$ cat config.mk
export PLATFORM = sky130hd
export DESIGN_NAME = gpio_port
export DESIGN_NICKNAME = d
export VERILOG_FILES = /design/src/rtl/gpio_pkg.sv /design/src/rtl/gpio_regs.sv /design/src/rtl/gpio_insync.sv /design/src/rtl/gpio_outmux.sv /design/src/rtl/gpio_port.sv
export SDC_FILE = /design/constraint.sdc
export NUM_CORES = 1
export LEC_CHECK = 0
export BUFFER_PORTS_ARGS = -buffer_cell sky130_fd_sc_hd__buf_2
export CORE_MARGIN = 8
export CORE_UTILIZATION = 35
export CTS_CLUSTER_SIZE = 16
export DETAILED_ROUTE_END_ITERATION = 12
export HOLD_SLACK_MARGIN = 0.06
export SETUP_SLACK_MARGIN = 0.3
export SYNTH_ARGS = -nofsm -noshare
export SYNTH_HDL_FRONTEND = slang
export SYNTH_SLANG_ARGS = --single-unit
$ cat constraint.sdc
create_clock -name clk -period 1.2 [get_ports clk]
set_input_delay 0.24 -clock clk [delete_from_list [all_inputs] [get_ports clk]]
set_output_delay 0.24 -clock clk [all_outputs]
set_load 0.01 [all_outputs]
$ cat src/rtl/gpio_pkg.sv
package gpio_pkg;

    typedef enum logic [1:0] {
        REG_PORT   = 2'd0,
        REG_LATCH  = 2'd1,
        REG_DIR    = 2'd2,
        REG_ANALOG = 2'd3
    } reg_sel_e;

    typedef enum logic [1:0] {
        SRC_LATCH    = 2'd0,
        SRC_PWM      = 2'd1,
        SRC_PARALLEL = 2'd2
    } drv_src_e;

    typedef struct packed {
        logic oe;
        logic val;
    } pin_drv_t;

    // Priority: parallel engine, then PWM, then latch/direction.
    function automatic drv_src_e pick_src(input logic par_mode, input logic pwm_on);
        if (par_mode)    return SRC_PARALLEL;
        else if (pwm_on) return SRC_PWM;
        else             return SRC_LATCH;
    endfunction

    function automatic pin_drv_t make_drv(input drv_src_e src,
                                          input logic dir_bit,
                                          input logic lat_bit,
                                          input logic pwm_bit,
                                          input logic par_oe_bit,
                                          input logic par_val_bit);
        pin_drv_t d;
        unique case (src)
            SRC_PARALLEL: begin d.oe = par_oe_bit; d.val = par_val_bit; end
            SRC_PWM:      begin d.oe = 1'b1;       d.val = pwm_bit;     end
            default:      begin d.oe = ~dir_bit;   d.val = lat_bit;     end
        endcase
        return d;
    endfunction

endpackage

$ cat src/rtl/gpio_regs.sv
module gpio_regs
    import gpio_pkg::*;
#(
    parameter int N_PINS   = 8,
    parameter int N_ANA    = 4,
    parameter int ANA_BASE = 0
) (
    input  logic              clk,
    input  logic              rst,
    input  logic              wr_en,
    input  reg_sel_e          sel,
    input  logic [N_PINS-1:0] wdata,
    input  logic [N_PINS-1:0] pin_view,
    output logic [N_PINS-1:0] rdata,
    output logic [N_PINS-1:0] lat_q,
    output logic [N_PINS-1:0] dir_q,
    output logic [N_PINS-1:0] ana_mask
);
    localparam int PAD_W = N_PINS - N_ANA;

    logic [N_ANA-1:0] ana_q;

    always_ff @(posedge clk) begin
        if (rst) begin
            lat_q <= '0;
            dir_q <= '1;
            ana_q <= '1;
        end else if (wr_en) begin
            unique case (sel)
                REG_PORT, REG_LATCH: lat_q <= wdata;
                REG_DIR:             dir_q <= wdata;
                REG_ANALOG:          ana_q <= wdata[N_ANA-1:0];
                default: ;
            endcase
        end
    end

    for (genvar i = 0; i < N_PINS; i++) begin : g_ana
        if (i >= ANA_BASE && i < ANA_BASE + N_ANA) begin : g_on
            assign ana_mask[i] = ana_q[i-ANA_BASE];
        end else begin : g_off
            assign ana_mask[i] = 1'b0;
        end
    end

    always_comb begin
        unique case (sel)
            REG_PORT:   rdata = pin_view & ~ana_mask;
            REG_LATCH:  rdata = lat_q;
            REG_DIR:    rdata = dir_q;
            REG_ANALOG: rdata = {{PAD_W{1'b0}}, ana_q};
            default:    rdata = '0;
        endcase
    end

    assert_latch_write_R3: assert property (@(posedge clk) disable iff (rst)
        (wr_en && (sel == REG_PORT || sel == REG_LATCH)) |=> lat_q == $past(wdata));

    assert_dir_write_R8: assert property (@(posedge clk) disable iff (rst)
        (wr_en && sel == REG_DIR) |=> dir_q == $past(wdata));

    assert_idle_hold_R8: assert property (@(posedge clk) disable iff (rst)
        !wr_en |=> ($stable(dir_q) && $stable(lat_q) && $stable(ana_q)));

    assert_analog_write_R5: assert property (@(posedge clk) disable iff (rst)
        (wr_en && sel == REG_ANALOG) |=> ana_q == $past(wdata[N_ANA-1:0]));

endmodule

$ cat src/rtl/gpio_insync.sv
module gpio_insync #(
    parameter int N_PINS = 8,
    parameter int STAGES = 2
) (
    input  logic              clk,
    input  logic              rst,
    input  logic [N_PINS-1:0] pin_in,
    output logic [N_PINS-1:0] pin_sync
);
    logic [N_PINS-1:0] stg [STAGES];

    always_ff @(posedge clk) begin
        if (rst) begin
            for (int s = 0; s < STAGES; s++) stg[s] <= '0;
        end else begin
            stg[0] <= pin_in;
            for (int s = 1; s < STAGES; s++) stg[s] <= stg[s-1];
        end
    end

    assign pin_sync = stg[STAGES-1];

endmodule

$ cat src/rtl/gpio_outmux.sv
module gpio_outmux
    import gpio_pkg::*;
#(
    parameter int N_PINS   = 8,
    parameter int N_PWM    = 4,
    parameter int PWM_BASE = 4
) (
    input  logic              par_mode,
    input  logic [N_PINS-1:0] dir_q,
    input  logic [N_PINS-1:0] lat_q,
    input  logic [N_PWM-1:0]  pwm_en,
    input  logic [N_PWM-1:0]  pwm_val,
    input  logic [N_PINS-1:0] par_out,
    input  logic [N_PINS-1:0] par_oe,
    output logic [N_PINS-1:0] pin_out,
    output logic [N_PINS-1:0] pin_oe
);
    for (genvar i = 0; i < N_PINS; i++) begin : g_pin
        logic     pwm_on;
        logic     pwm_bit;
        pin_drv_t drv;

        if (i >= PWM_BASE && i < PWM_BASE + N_PWM) begin : g_pwm
            assign pwm_on  = pwm_en[i-PWM_BASE];
            assign pwm_bit = pwm_val[i-PWM_BASE];
        end else begin : g_plain
            assign pwm_on  = 1'b0;
            assign pwm_bit = 1'b0;
        end

        always_comb begin
            drv = make_drv(pick_src(par_mode, pwm_on),
                           dir_q[i], lat_q[i], pwm_bit, par_oe[i], par_out[i]);
        end

        assign pin_out[i] = drv.val;
        assign pin_oe[i]  = drv.oe;
    end

endmodule

$ cat src/rtl/gpio_port.sv
module gpio_port
    import gpio_pkg::*;
#(
    parameter int N_PINS      = 8,
    parameter int N_PWM       = 4,
    parameter int PWM_BASE    = 4,
    parameter int N_ANA       = 4,
    parameter int ANA_BASE    = 0,
    parameter int SYNC_STAGES = 2
) (
    input  logic              clk,
    input  logic              rst,
    input  logic              wr_en,
    input  logic [1:0]        addr,
    input  logic [N_PINS-1:0] wdata,
    output logic [N_PINS-1:0] rdata,
    input  logic [N_PINS-1:0] pin_in,
    output logic [N_PINS-1:0] pin_out,
    output logic [N_PINS-1:0] pin_oe,
    input  logic [N_PWM-1:0]  pwm_en,
    input  logic [N_PWM-1:0]  pwm_val,
    input  logic              par_mode,
    input  logic [N_PINS-1:0] par_out,
    input  logic [N_PINS-1:0] par_oe
);
    reg_sel_e          sel;
    logic [N_PINS-1:0] lat_q;
    logic [N_PINS-1:0] dir_q;
    logic [N_PINS-1:0] ana_mask;
    logic [N_PINS-1:0] pin_sync;

    assign sel = reg_sel_e'(addr);

    gpio_insync #(.N_PINS(N_PINS), .STAGES(SYNC_STAGES)) u_sync (
        .clk(clk), .rst(rst), .pin_in(pin_in), .pin_sync(pin_sync)
    );

    gpio_regs #(.N_PINS(N_PINS), .N_ANA(N_ANA), .ANA_BASE(ANA_BASE)) u_regs (
        .clk(clk), .rst(rst), .wr_en(wr_en), .sel(sel), .wdata(wdata),
        .pin_view(pin_sync), .rdata(rdata), .lat_q(lat_q), .dir_q(dir_q),
        .ana_mask(ana_mask)
    );

    gpio_outmux #(.N_PINS(N_PINS), .N_PWM(N_PWM), .PWM_BASE(PWM_BASE)) u_mux (
        .par_mode(par_mode), .dir_q(dir_q), .lat_q(lat_q),
        .pwm_en(pwm_en), .pwm_val(pwm_val), .par_out(par_out), .par_oe(par_oe),
        .pin_out(pin_out), .pin_oe(pin_oe)
    );

    // Counts clean edges since reset so the synchroniser check never looks before it.
    logic [1:0] clean_cnt;
    always_ff @(posedge clk) begin
        if (rst)                clean_cnt <= '0;
        else if (clean_cnt != 2'd3) clean_cnt <= clean_cnt + 2'd1;
    end

    assert_parallel_owns_R7: assert property (@(posedge clk) disable iff (rst)
        par_mode |-> (pin_oe == par_oe && pin_out == par_out));

    assert_analog_reads_zero_R5: assert property (@(posedge clk) disable iff (rst)
        (sel == REG_PORT) |-> ((rdata & ana_mask) == '0));

    if (SYNC_STAGES == 2) begin : g_sync_chk
        assert_sync_delay_R4: assert property (@(posedge clk) disable iff (rst)
            (clean_cnt >= 2'd2 && sel == REG_PORT) |-> rdata == ($past(pin_in, 2) & ~ana_mask));
    end

    for (genvar j = 0; j < N_PWM; j++) begin : g_pwm_chk
        assert_pwm_drive_R6: assert property (@(posedge clk) disable iff (rst)
            (!par_mode && pwm_en[j]) |-> (pin_oe[PWM_BASE+j] && pin_out[PWM_BASE+j] == pwm_val[j]));
    end

    for (genvar i = 0; i < N_PINS; i++) begin : g_dir_chk
        if (i < PWM_BASE || i >= PWM_BASE + N_PWM) begin : g_c
            assert_input_tristate_R2: assert property (@(posedge clk) disable iff (rst)
                !par_mode |-> (pin_oe[i] == !dir_q[i]));
        end
    end

endmodule

==> results of run 1 <==
-- repair_timing --
action,CTS,global route
endpoints found under the setup margin,32,32
pin swaps,13,2
endpoints found under the hold margin,0,0
setup buffers,2,0
gates resized for setup,53,15
gates cloned,1,0
-- final cells by class --
cell class | instances | area (µm²)
multi-input combinational | 132 | 1080
tap | 54 | 67.6
timing repair buffer | 87 | 631
inverter | 4 | 15.0
fill | 416 | 1980
clock buffer | 7 | 96.3
sequential | 36 | 759
-- cell usage after synthesis, types with 2 or more instances --
| cell | number |
|---|---|
| a221oi_1 | 3 |
| a21oi_1 | 11 |
| a21oi_2 | 8 |
| clkbuf_1 | 2 |
| o21ai_0 | 12 |
| nor2_1 | 11 |
| nor2b_1 | 17 |
| mux2_2 | 4 |
| nor3b_1 | 4 |
| nand2_1 | 36 |
| inv_1 | 4 |
| dfxtp_1 | 36 |
| buf_2 | 5 |
| mux2i_1 | 19 |
| buf_6 | 5 |
-- critical path: stages, from the launching register on --
cell and delay [ns]:
dfxtp_2 0.32, nor2b_4 0.11, mux4_2 0.46, buf_6 0.14
-- worst paths after layout --
kind / startpoint / endpoint / depth (start not counted)
hold reg to reg: u_sync.stg[0][5] / u_sync.stg[0][13] / 1
setup / recovery: u_sync.stg[0][11] / rdata[3] / 3
hold / removal: pin_in[2] / u_sync.stg[0][2] / 2
setup reg to reg: u_regs.lat_q[7] / u_regs.lat_q[7] / 3
-- logic make-up after synthesis --
kind of cell | synth area share, %
buf+inv | 6.73
simple gates | 21.4
mux | 15.6
compound gates | 12.8
flops | 43.5
-- stage by stage --
step                      cell area [µm²]  cells  setup slack, ns  setup TNS [ns]  hold WS [ns]
after detailed placement             2270    310           -0.171           -2.13         0.424
after floorplan                      1860    185            0.104               0         0.343
after global placement               2270    310           -0.167           -1.91         0.418
final                                2650    320           -0.353           -1.43         0.163
after CTS                            2590    320           -0.366           -1.61         0.158
after global routing                 2650    320           -0.383           -2.32         0.162
-- metal layers --
metal  wire (µm)  vias to the layer above
li1            -                      781
met4          46                        0
met3         437                        6
met5           0                        -
met1        2160                      656
met2        1800                       62
-- registers in the layout, summed over array words and instances, names as in the netlist --
name and flops:
u_regs.dir_q 8, u_sync.stg 16, u_regs.ana_q 4, u_regs.lat_q 8
-- where the power goes --
group | switching (mW) | total [mW] | leakage [nW] | internal (mW)
clock network | 0.409 | 0.920 | 0.0503 | 0.511
logic | 0.293 | 0.648 | 0.909 | 0.354
registers | 0.0421 | 1.30 | 0.297 | 1.25
total | 0.744 | 2.86 | 1.26 | 2.12
-- layout by cell type (no fill, tap or decap), types with 2 or more instances in the layout --
cell type | netlist | final
nand2_2 | 0 | 4
buf_2 | 5 | 56
dfxtp_4 | 0 | 5
inv_1 | 4 | 4
buf_6 | 5 | 16
buf_12 | 0 | 2
o21ai_1 | 0 | 4
o21ai_2 | 0 | 4
nor2_2 | 0 | 2
clkbuf_8 | 0 | 7
nor2b_1 | 17 | 16
mux2_4 | 0 | 4
a21oi_4 | 0 | 2
nand2_1 | 36 | 32
o21ai_4 | 0 | 4
nor2_1 | 11 | 8
a221oi_2 | 0 | 3
buf_4 | 1 | 11
a21oi_1 | 11 | 4
a21oi_2 | 8 | 13
mux2i_4 | 0 | 3
dfxtp_2 | 0 | 16
mux2i_1 | 19 | 15
dfxtp_1 | 36 | 15
nor3b_4 | 0 | 3
==> out/summary.md, run 1 <==
The flow ran to the end, but the final reports show violations. The final reports fail on setup timing. The max-slew violation count is 0. The met1 routing resource usage after global routing is 15.6%. Setup violations remaining at the end of the flow were counted as 20.

After floorplanning, the core was divided into 25 placement rows. Data on the critical path arrives at its endpoint at 1.31 ns. Summing internal, switching and leakage power gives 2.86 mW. For the final database, setup skew stands at 0.000472 ns. The first global-routing pass estimated 7460 µm of wire. For this block, the routed nets add up to 4450 µm of wire. The mean area per synthesized cell was 8.95 µm²; the remaining number of nets flagged by the antenna check after routing was 0. The tools report the kind of end point of the critical path as a primary output. Hold repair after CTS inserted 0 buffers.

The fraction of final layout cells with drive strength greater than 1 is 61.7%, and the number of diodes is 0. When the netlist entered floorplanning its net count stood at 231. The part of the cycle the worst path needs was 129%; the power per standard cell area was 1080 mW/mm². In this run the tool buffered the top-level ports with 69 buffer cells. After synthesis the netlist holds a flip-flop and latch count of 36. The synthesized design spends more area on one cell type than any other, namely dfxtp_1. Yosys printed 0 warnings. The logs give 0.685 mV for the peak supply drop and 36 for the clock net sink count.

After global routing, the most crowded layer is met2. The core footprint is 0.00463 mm². Sort of element at the start of the critical path: a flop. In the global route stage, met3 resource usage came out at 6.83%. The initial core utilization is 35.8%.

In the synthesized netlist the async set-or-reset flop fraction comes to 0%. The later pin in the worst-skew pair is clocked with a latency of 0.28 ns. The congestion estimate from routability-driven global placement came to 0.787.

The die covers 0.00719 mm². After clock tree synthesis, the clock-pin slew on the worst setup and hold paths is 0.06 ns. The cell sitting at the root of the clock tree is a clkbuf_8. The area added between synthesis and finish was 59.9%; the fraction of the yosys area taken by sequential cells was 43.5%. The worst-case clock buffer depth was 2; the number of remaining DRC errors was 0. The floorplan step set the die height to 84.8 µm. Dividing the detail-routed via count by the number of cells gives 4.70. Across the run, the number of max-cap violations was 0. Number of enable flip-flop cells after synthesis: 0. The slew at the pin closest to its max-slew limit came out at 0.267 ns. In this run, distinct cell masters in the synthesized netlist total 23. The setup path with the least slack is of type flop to primary output. The logs give 1.26 nW for the reported leakage power and 12.9% for the overall fraction of global-route tracks in use. The run gives 0 as the sum of overflow across all layers after global routing. For this run, the share of the core covered by cells in the final layout is 57.2%.

The post-route minimum period was 1.55 ns. Measured against its own limit, the worst slew margin works out to 82.2%. The netlist area before placement is 0.00166 mm².

The logs give 1520 for the number of global-route vias before repair and 37 for the maximum number of pins on one net before global-route repair. STA puts the critical path data required time at 0.96 ns. For the count of vias placed by the detailed router, the log shows 1505. The logs give 0.44 ns for the slack of the worst reg-to-reg path and 18.9% for the fraction of met2 tracks used by global routing.

Detailed placement ended at an HPWL of 3320 µm. Horizontal die dimension: 84.8 µm. The final worst setup slack was -0.353 ns.

The tools report the number of antenna violations at the first check in global routing as 0. The maximum fanout along the worst path is 1. For this run, the leading register cell type out of synthesis is dfxtp_1. TritonCTS built the clock tree. In this run, CTS created clock tree buffers numbering 5.

In this run the count of I/O pins placed on the die edge is 70. In the final routed layout, each cell accounts on average for 13.9 µm. The share of the synthesized area in the top cell type was 43.5%.

The class of the most critical hold timing path was input port to flop. Ranked by total cell area, the synthesized netlist is headed by dfxtp_1 44%, mux2i_1 11%, nand2_1 8.2%, nor2b_1 6.4%, a21oi_2 4.2%. In the synthesized netlist, the number of instances is 185. The logs give 4 for the number of detailed-route iterations in the first pass and 92 for the DRC marker count from the first detailed-route iteration.

Based on the critical path, the design can be clocked at up to 0.644 GHz. The hold violation count in the final report is 0, and the deepest level of the CTS H-tree is 2. The net total in the final layout is 312.

Setup repair after global routing could not meet its margin everywhere.
Power figures use the tool's default switching activity.
==> inputs of run 2 (changes only) <==
--- a/config.mk
+++ b/config.mk
@@ -7,10 +7,11 @@
 export LEC_CHECK = 0
 export BUFFER_PORTS_ARGS = -buffer_cell sky130_fd_sc_hd__buf_2
 export CORE_MARGIN = 8
-export CORE_UTILIZATION = 35
+export CORE_UTILIZATION = 45
 export CTS_CLUSTER_SIZE = 16
 export DETAILED_ROUTE_END_ITERATION = 12
 export HOLD_SLACK_MARGIN = 0.06
+export PLACE_DENSITY = 0.76
 export SETUP_SLACK_MARGIN = 0.3
 export SYNTH_ARGS = -nofsm -noshare
 export SYNTH_HDL_FRONTEND = slang
==> run 2 against run 1 <==
Compared with the run above:
- the flow still finishes with violations (setup timing)
- sequential cell count stayed put
- critical endpoint unchanged
- critical path type unchanged
- register-to-register slack worse by 0.11 ns
- global-route usage is 4.2 points higher
- clock power is 7.9% lower
- via count is 9.2% higher
- wire length is 13% higher
==> out/summary.md, run 2 (synthesis gave the netlist of run 1 again) <==
Share of power burned in combinational logic: 25.5% (+2.9 points). The clock-pin slew on the worst setup and hold paths is 0.06 ns (about the same). The tools report the remaining number of nets flagged by the antenna check after routing as 0 (unchanged). The logs give 0 (unchanged) for the number of hold-repair buffers added at the cts stage and 1643 (+9.2%) for the count of vias placed by the detailed router.

The routed via count divided by cell count came out at 4.99 (+6.2%). The fraction of final layout cells with drive strength greater than 1 came out at 63.0% (+1.3 points). The critical path goes through nor2b_1, mux4_2, buf_6.

The maximum cell stage delay along the critical path was 0.47 ns (about the same); the count of fill cells added during filler insertion was 235 (-44%). The routed wire length per instance came out at 15.3 µm (+10%). The final RePlAce weighted congestion came out at 0.754 (-4.2%).

TritonCTS built the clock tree. The die outline area was 0.00588 mm² (-18%). The final reports fail on setup timing. For the number of diodes, the log shows 0 (unchanged). The largest registers in the layout are u_sync.stg: 16 flops, u_regs.dir_q: 8 flops, u_regs.lat_q: 8 flops. The peak clock frequency supported by timing came out at 0.652 GHz (+1.2%). For the top-level I/O count, the log shows 70 (unchanged).

Max-slew violation count: 0 (unchanged). The DRC marker count from the first detailed-route iteration was 57 (-38%). The reported max-cap violation count is 0 (unchanged). The maximum number of pins on one net before global-route repair was 19 (-49%). The flow ran to the end, but the final reports show violations. The total design power was 2.88 mW (+0.50%); the sum of overflow across all layers after global routing was 0 (unchanged). The critical path is of the flop to primary output type. Most common cell after layout, fill and taps aside: buf_2. For the net total in the final layout, the log shows 326 (+4.5%). The proportion of total power due to net switching is 25.9% (-0.056 points).

The area of all placed cells without fillers came out at 0.00283 mm² (+6.8%). The kind of end point of the critical path was a primary output. The setup-violating endpoint count in the final report was 20 (unchanged); the overall fraction of global-route tracks in use was 17.0% (+4.2 points).

For the final worst setup slack, the log shows -0.335 ns (+0.0186 ns). The logs give 0.27 ns (about the same) for the clock insertion delay at the later pin of the skew report and 5 (unchanged) for the TritonCTS buffer count. For the reported leakage power, the log shows 1.34 nW (+6.7%). Setup skew after layout: 0.000971 ns (+0.000499 ns).

The slowest stage of the critical path belongs to the cell mux4_2. The overall die height was 76.7 µm (-9.6%). The final wirelength is 5040 µm (+13%). The count of buffers from port buffering was 69 (unchanged).

Setup repair after global routing could not meet its margin everywhere. The hold violation count in the final report was 0 (unchanged); the horizontal die dimension was 76.7 µm (-9.6%). For the deepest level of the CTS H-tree, the log shows 2 (unchanged).

The cell family contributing the most delay on the critical path is multiplexers. The power share of the sequential group is 45.1% (-0.2 points), and the peak supply drop is 0.922 mV (+35%). Clock net sink count: 36 (unchanged). The run gives 22 (-12%) as the total number of placement rows. The tightest min-delay check is of the input port to flop type. The area of the multi-input gates came out at 0.00110 mm² (+2.2%). The core footprint is 0.00361 mm² (-22%). The slew at the pin closest to its max-slew limit is 0.273 ns (+0.00611 ns), and the number of buffers and inverters on the critical path is 1 (unchanged). The register containing the most flip-flops in the final layout was u_sync.stg.

For the initial core utilization, the log shows 45.9% (+10 points). The sort of element at the start of the critical path is a flop. The net switching power figure is 747 µW (+0.28%), and the number of antenna violations at the first check in global routing is 0 (unchanged). The part of the cycle the worst path needs was 128% (-1.6 points). The post-place instance area came out at 0.00235 mm² (+3.4%). The post-route minimum period is 1.53 ns (-0.0186 ns), and the data required time of the critical path is 0.96 ns (about the same). The maximum fanout along the worst path was 1 (unchanged); the endpoint arrival time on the critical path was 1.29 ns (-0.02 ns). The tools report the number of global-route vias before repair as 1720 (+13%). The number of detailed-route iterations in the first pass was 4 (unchanged). Compared with the post-synthesis result, the final layout area differs by 70.7%. The logs give 29.4% (-2.7 points) for the clock share of power and 0 (unchanged) for the number of remaining DRC errors. The tightest slew margin relative to the limit is 81.8% (-0.41 points). The root buffer cell chosen for the clock tree is clkbuf_8. Footprint of the flip-flops and latches: 756 µm² (-0.49%).

The library cells used most frequently in the layout, excluding fill and tap cells, are 55 x buf_2, 31 x nand2_1, 21 x buf_4. Flip-flop count of the largest register, all copies and words added: 16 (unchanged). The power per standard cell area is 1020 mW/mm² (-5.9%), and the first-pass GRT wire length is 8230 µm (+10%). For the internal portion of total power, the log shows 2.13 mW (+0.58%). For the worst-case clock buffer depth, the log shows 2 (unchanged). The HPWL reported at the end of detailed placement came out at 3470 µm (+4.6%).
[run 2: cell count changes in the layout (fill, tap and decap cells not counted), moves of 2 or more]
cell	before	now
buf_12	2	6
clkbuf_1	0	2
a21oi_4	2	4
buf_16	0	2
buf_4	11	21
[run 2: power by group through the flow]
stage / Combinational [mW] / Sequential (mW) / Clock (mW)
3_5_place_dp: 0.572 / 1.32 / 0
5_1_grt: 0.787 / 1.30 / 0.925
6_report: 0.733 / 1.30 / 0.847
2_1_floorplan: 0.355 / 1.31 / 0
4_1_cts: 0.705 / 1.30 / 0.861
3_3_place_gp: 0.557 / 1.32 / 0
[run 2: path summary, 6_finish.rpt]
check,startpoint,to,slack (ns),depth (start not counted)
min reg2reg,u_sync.stg[0][4],u_sync.stg[0][12],0.43,1
max reg2reg,u_regs.lat_q[3],u_regs.lat_q[3],0.33,4
max,u_sync.stg[0][11],rdata[3],-0.33,3
min,pin_in[2],u_sync.stg[0][2],0.17,2
[run 2: worst register-to-register path, cell delays in order, from the launching register on]
cell and delay [ns]:
dfxtp_2 0.33, buf_6 0.11, buf_4 0.12, mux2i_1 0.13, nor2_1 0.05
[run 2: per-stage QoR]
step | hold slack (ns) | setup TNS, ns | worst slack, ns | utilization, % | cells
floorplan | 0.343 | 0 | 0.104 | - | 185
global placement | 0.417 | -1.11 | -0.124 | 65.1 | 312
detailed placement | 0.425 | -1.63 | -0.183 | 65.1 | 312
CTS | 0.167 | -1.47 | -0.339 | 76.9 | 328
global route | 0.181 | -2.26 | -0.355 | 78.3 | 329
finish | 0.171 | -1.37 | -0.335 | 78.3 | 329
[run 2: timing repair]
item,in CTS,in global routing
setup buffers,6,1
pin swaps,16,3
cloned,2,0
endpoints found under the setup margin,40,36
gates resized for setup,69,9
[run 2: layer usage]
| layer | GRT usage (%) | wire length [µm] |
|---|---|---|
| met4 | 4.81 | 40 |
| met1 | 16.5 | 1900 |
| met3 | 4.43 | 254 |
| met5 | 0 | 0 |
| met2 | 34.0 | 2850 |
[run 2: area by class of cell]
type                            count  share of cell area [%]
Multi-Input combinational cell    132                    39.0
Clock buffer                        8                    3.19
Tap cell                           48                    2.13
Inverter                            4                   0.531
Timing Repair Buffer              101                    28.4
Sequential cell                    36                    26.7
==> inputs of run 3 (changes only) <==
--- a/config.mk
+++ b/config.mk
@@ -6,12 +6,12 @@
 export NUM_CORES = 1
 export LEC_CHECK = 0
 export BUFFER_PORTS_ARGS = -buffer_cell sky130_fd_sc_hd__buf_2
+export CORE_ASPECT_RATIO = 0.75
 export CORE_MARGIN = 8
-export CORE_UTILIZATION = 45
+export CORE_UTILIZATION = 30
 export CTS_CLUSTER_SIZE = 16
 export DETAILED_ROUTE_END_ITERATION = 12
 export HOLD_SLACK_MARGIN = 0.06
-export PLACE_DENSITY = 0.76
 export SETUP_SLACK_MARGIN = 0.3
 export SYNTH_ARGS = -nofsm -noshare
 export SYNTH_HDL_FRONTEND = slang
==> run 3 against run 2 <==
Compared with the run above:
- the flow still finishes with violations (setup timing)
- via count is 8.9% lower
- hold slack got worse by 0.010 ns
- wire length is 8.5% lower
- non-clock buffer count is 13 lower
- register-to-register slack better by 0.22 ns
- first-iteration DRC count is 1.8% higher
- fmax shrank 0.87%
- final area shrank 5.8%
- global-route usage down 5.7 points
- critical endpoint unchanged
- highest routed layer unchanged
==> out/summary.md, run 3 (synthesis gave the netlist of run 1 again) <==
The initial core utilization came out at 31.1% (-15 points). The count of buffers from port buffering is 69 (unchanged), and the reported max-cap violation count is 0 (unchanged). The tools report the kind of end point of the critical path as a primary output. The run gives 0 (unchanged) as the hold violation count in the final report.

In this run the clock root is driven by a clkbuf_8. The slack of the worst reg-to-reg path is 0.55 ns (+0.22 ns). The length in cells of the worst reg-to-reg path is 2 (-2). The most critical setup path has its startpoint at u_sync.stg[0][11]. The routed via count divided by cell count was 4.36 (-13%). The critical path's slowest cell is mux4_2.

The logs give 20 (unchanged) for the setup-violating endpoint count in the final report and 3480 µm (+0.28%) for the HPWL reported at the end of detailed placement. The tools report the number of antenna violations at the first check in global routing as 0 (unchanged). The critical path ends at rdata[3].

For the area of the multi-input gates, the log shows 0.00107 mm² (-2.4%). The worst register-to-register path ends at u_regs.lat_q[4]. The post-route minimum period is 1.55 ns (+0.0134 ns).

The total number of placement rows was 23 (+4.5%); the DRC marker count from the first detailed-route iteration was 58 (+1.8%). The area added between synthesis and finish works out to 60.8%. The tools report the top-level I/O count as 70 (unchanged). The worst hold path belongs to the class input port to flop. Remaining number of nets flagged by the antenna check after routing: 0 (unchanged). The flip-flop count of the largest register, all copies and words added came out at 16 (unchanged). The worst setup path is launched from a flop.

The worst-case clock buffer depth is 2 (unchanged), and the slew at the pin closest to its max-slew limit is 0.283 ns (+0.0105 ns). The library cell used most frequently in the layout, excluding fill and tap cells, is buf_2. For the overall fraction of global-route tracks in use, the log shows 11.3% (-5.7 points). The checks that failed: setup timing.

The tools report the maximum number of pins on one net before global-route repair as 37 (+18). The clock net sink count is 36 (unchanged), and the die outline area is 0.00818 mm² (+39%). The horizontal die dimension came out at 102 µm (+33%). The final wirelength is 4620 µm (-8.5%). TritonCTS built the clock tree. In the layout the commonest cells are 57 x buf_2, 31 x nand2_1, 17 x nor2b_1, 17 x dfxtp_2, 16 x dfxtp_1. The maximum fanout along the worst path was 1 (unchanged); the data required time of the critical path was 0.96 ns (about the same). The first-pass GRT wire length was 7380 µm (-10%). The routed wire length per instance is 13.5 µm (-12%), and the footprint of the flip-flops and latches is 753 µm² (-0.33%). The final RePlAce weighted congestion was 0.772 (+2.5%); the clock-pin slew on the worst setup and hold paths was 0.07 ns (about the same). The part of the cycle the worst path needs was 129% (+1.1 points).

Setup repair after global routing could not meet its margin everywhere. The number of diodes was 0 (unchanged); the number of detailed-route iterations in the first pass was 4 (unchanged). The maximum cell stage delay along the critical path came out at 0.43 ns (-0.04 ns). The overall die height works out to 80.3 µm (+4.8%). The run gives 1496 (-8.9%) as the count of vias placed by the detailed router. The run gives 0.00344 ns (+0.00247 ns) as the setup skew after layout.

For the core footprint, the log shows 0.00532 mm² (+48%). The flow ran to the end, but the final reports show violations. The final setup TNS was -1.30 ns (+0.0748 ns); the tightest slew margin relative to the limit was 81.1% (-0.70 points). The total design power is 2.78 mW (-3.4%).

The run gives 0.449 mV (-51%) as the peak supply drop. The clock insertion delay at the later pin of the skew report was 0.28 ns (about the same); the post-route core utilization was 50.0% (-28 points). Peak clock frequency supported by timing: 0.646 GHz (-0.87%). Walking the worst path, the cells encountered are nor2b_1, mux4_2, buf_2. Number of remaining DRC errors: 0 (unchanged).

The TritonCTS buffer count is 5 (unchanged), and the final worst setup slack is -0.348 ns (-0.0134 ns). The number of hold-repair buffers added at the cts stage was 0 (unchanged); the worst hold margin was 0.161 ns (-0.0101 ns). The worst setup path is of the flop to primary output kind. The tools report the reported leakage power as 1.25 nW (-6.8%). The worst register-to-register path begins at u_regs.lat_q[4]. Deepest level of the CTS H-tree: 2 (unchanged). The net total in the final layout came out at 313 (-4.0%).

The endpoint arrival time on the critical path came out at 1.31 ns (+0.02 ns). Register containing the most flip-flops in the final layout: u_sync.stg. The largest registers in the layout are u_sync.stg: 16 flops, u_regs.dir_q: 8 flops, u_regs.lat_q: 8 flops.

The fraction of final layout cells with drive strength greater than 1 was 62.3% (-0.68 points). The power per standard cell area works out to 1040 mW/mm² (+2.5%). For the count of fill cells added during filler insertion, the log shows 517 (+120%). The max-slew violation count is 0 (unchanged). The number of global-route vias before repair is 1567 (-8.9%), and the sum of overflow across all layers after global routing is 0 (unchanged).
-- run 3: worst min path at each step --
stage                          start                 to  slack (ns)  cells after the start
finish                     pin_in[7]   u_sync.stg[0][7]        0.16                      2
global route               pin_in[5]   u_sync.stg[0][5]        0.15                      2
CTS                        pin_in[5]   u_sync.stg[0][5]        0.15                      2
detailed placement  u_sync.stg[0][7]  u_sync.stg[0][15]        0.43                      1
global placement    u_sync.stg[0][5]  u_sync.stg[0][13]        0.42                      1
floorplan                   wdata[0]    u_regs.dir_q[0]        0.34                      2
-- run 3: final cells by class --
class                   count  area share [%]
clock buffers               5            2.59
clock inverters             3           0.705
inverters                   4           0.564
multi-input cells         132            40.4
flip-flops and latches     36            28.3
well taps                  75            3.53
repair buffers             88            23.9
-- run 3: power breakdown --
part | leakage (nW) | switching (mW) | internal [mW]
clock | 0.0479 | 0.430 | 0.404
combinational | 0.906 | 0.295 | 0.353
sequential | 0.296 | 0.0418 | 1.26
total | 1.25 | 0.767 | 2.01
-- run 3: repair_timing --
| action | CTS | global route |
|---|---|---|
| setup buffers | 2 | 2 |
| pin swaps | 11 | 1 |
| setup endpoints to repair | 32 | 33 |
| gates resized for setup | 58 | 5 |
| endpoints found under the hold margin | 0 | 0 |
-- run 3: metrics by stage --
step                worst slack (ns)  std cells  instance area [µm²]
floorplan                      0.104        185                 1860
global placement              -0.136        331                 2330
detailed placement            -0.160        331                 2330
CTS                           -0.355        341                 2640
global route                  -0.382        343                 2660
finish                        -0.348        343                 2660
-- run 3: critical path, delay by kind of cell, from the launching register on --
kind	cells	cell delay (ns)
muxes	1	0.43
and+or+nand+nor	1	0.13
DFF	1	0.32
buffers and inverters	1	0.15
-- run 3: metal layers --
layer / vias up / share of wire [%] / global-route usage (%)
li1: 780 / - / -
met1: 665 / 48 / 14.5
met2: 49 / 45 / 17.7
met3: 2 / 7.4 / 3.71
met4: 0 / 0.22 / 3.41
met5: - / 0 / 0
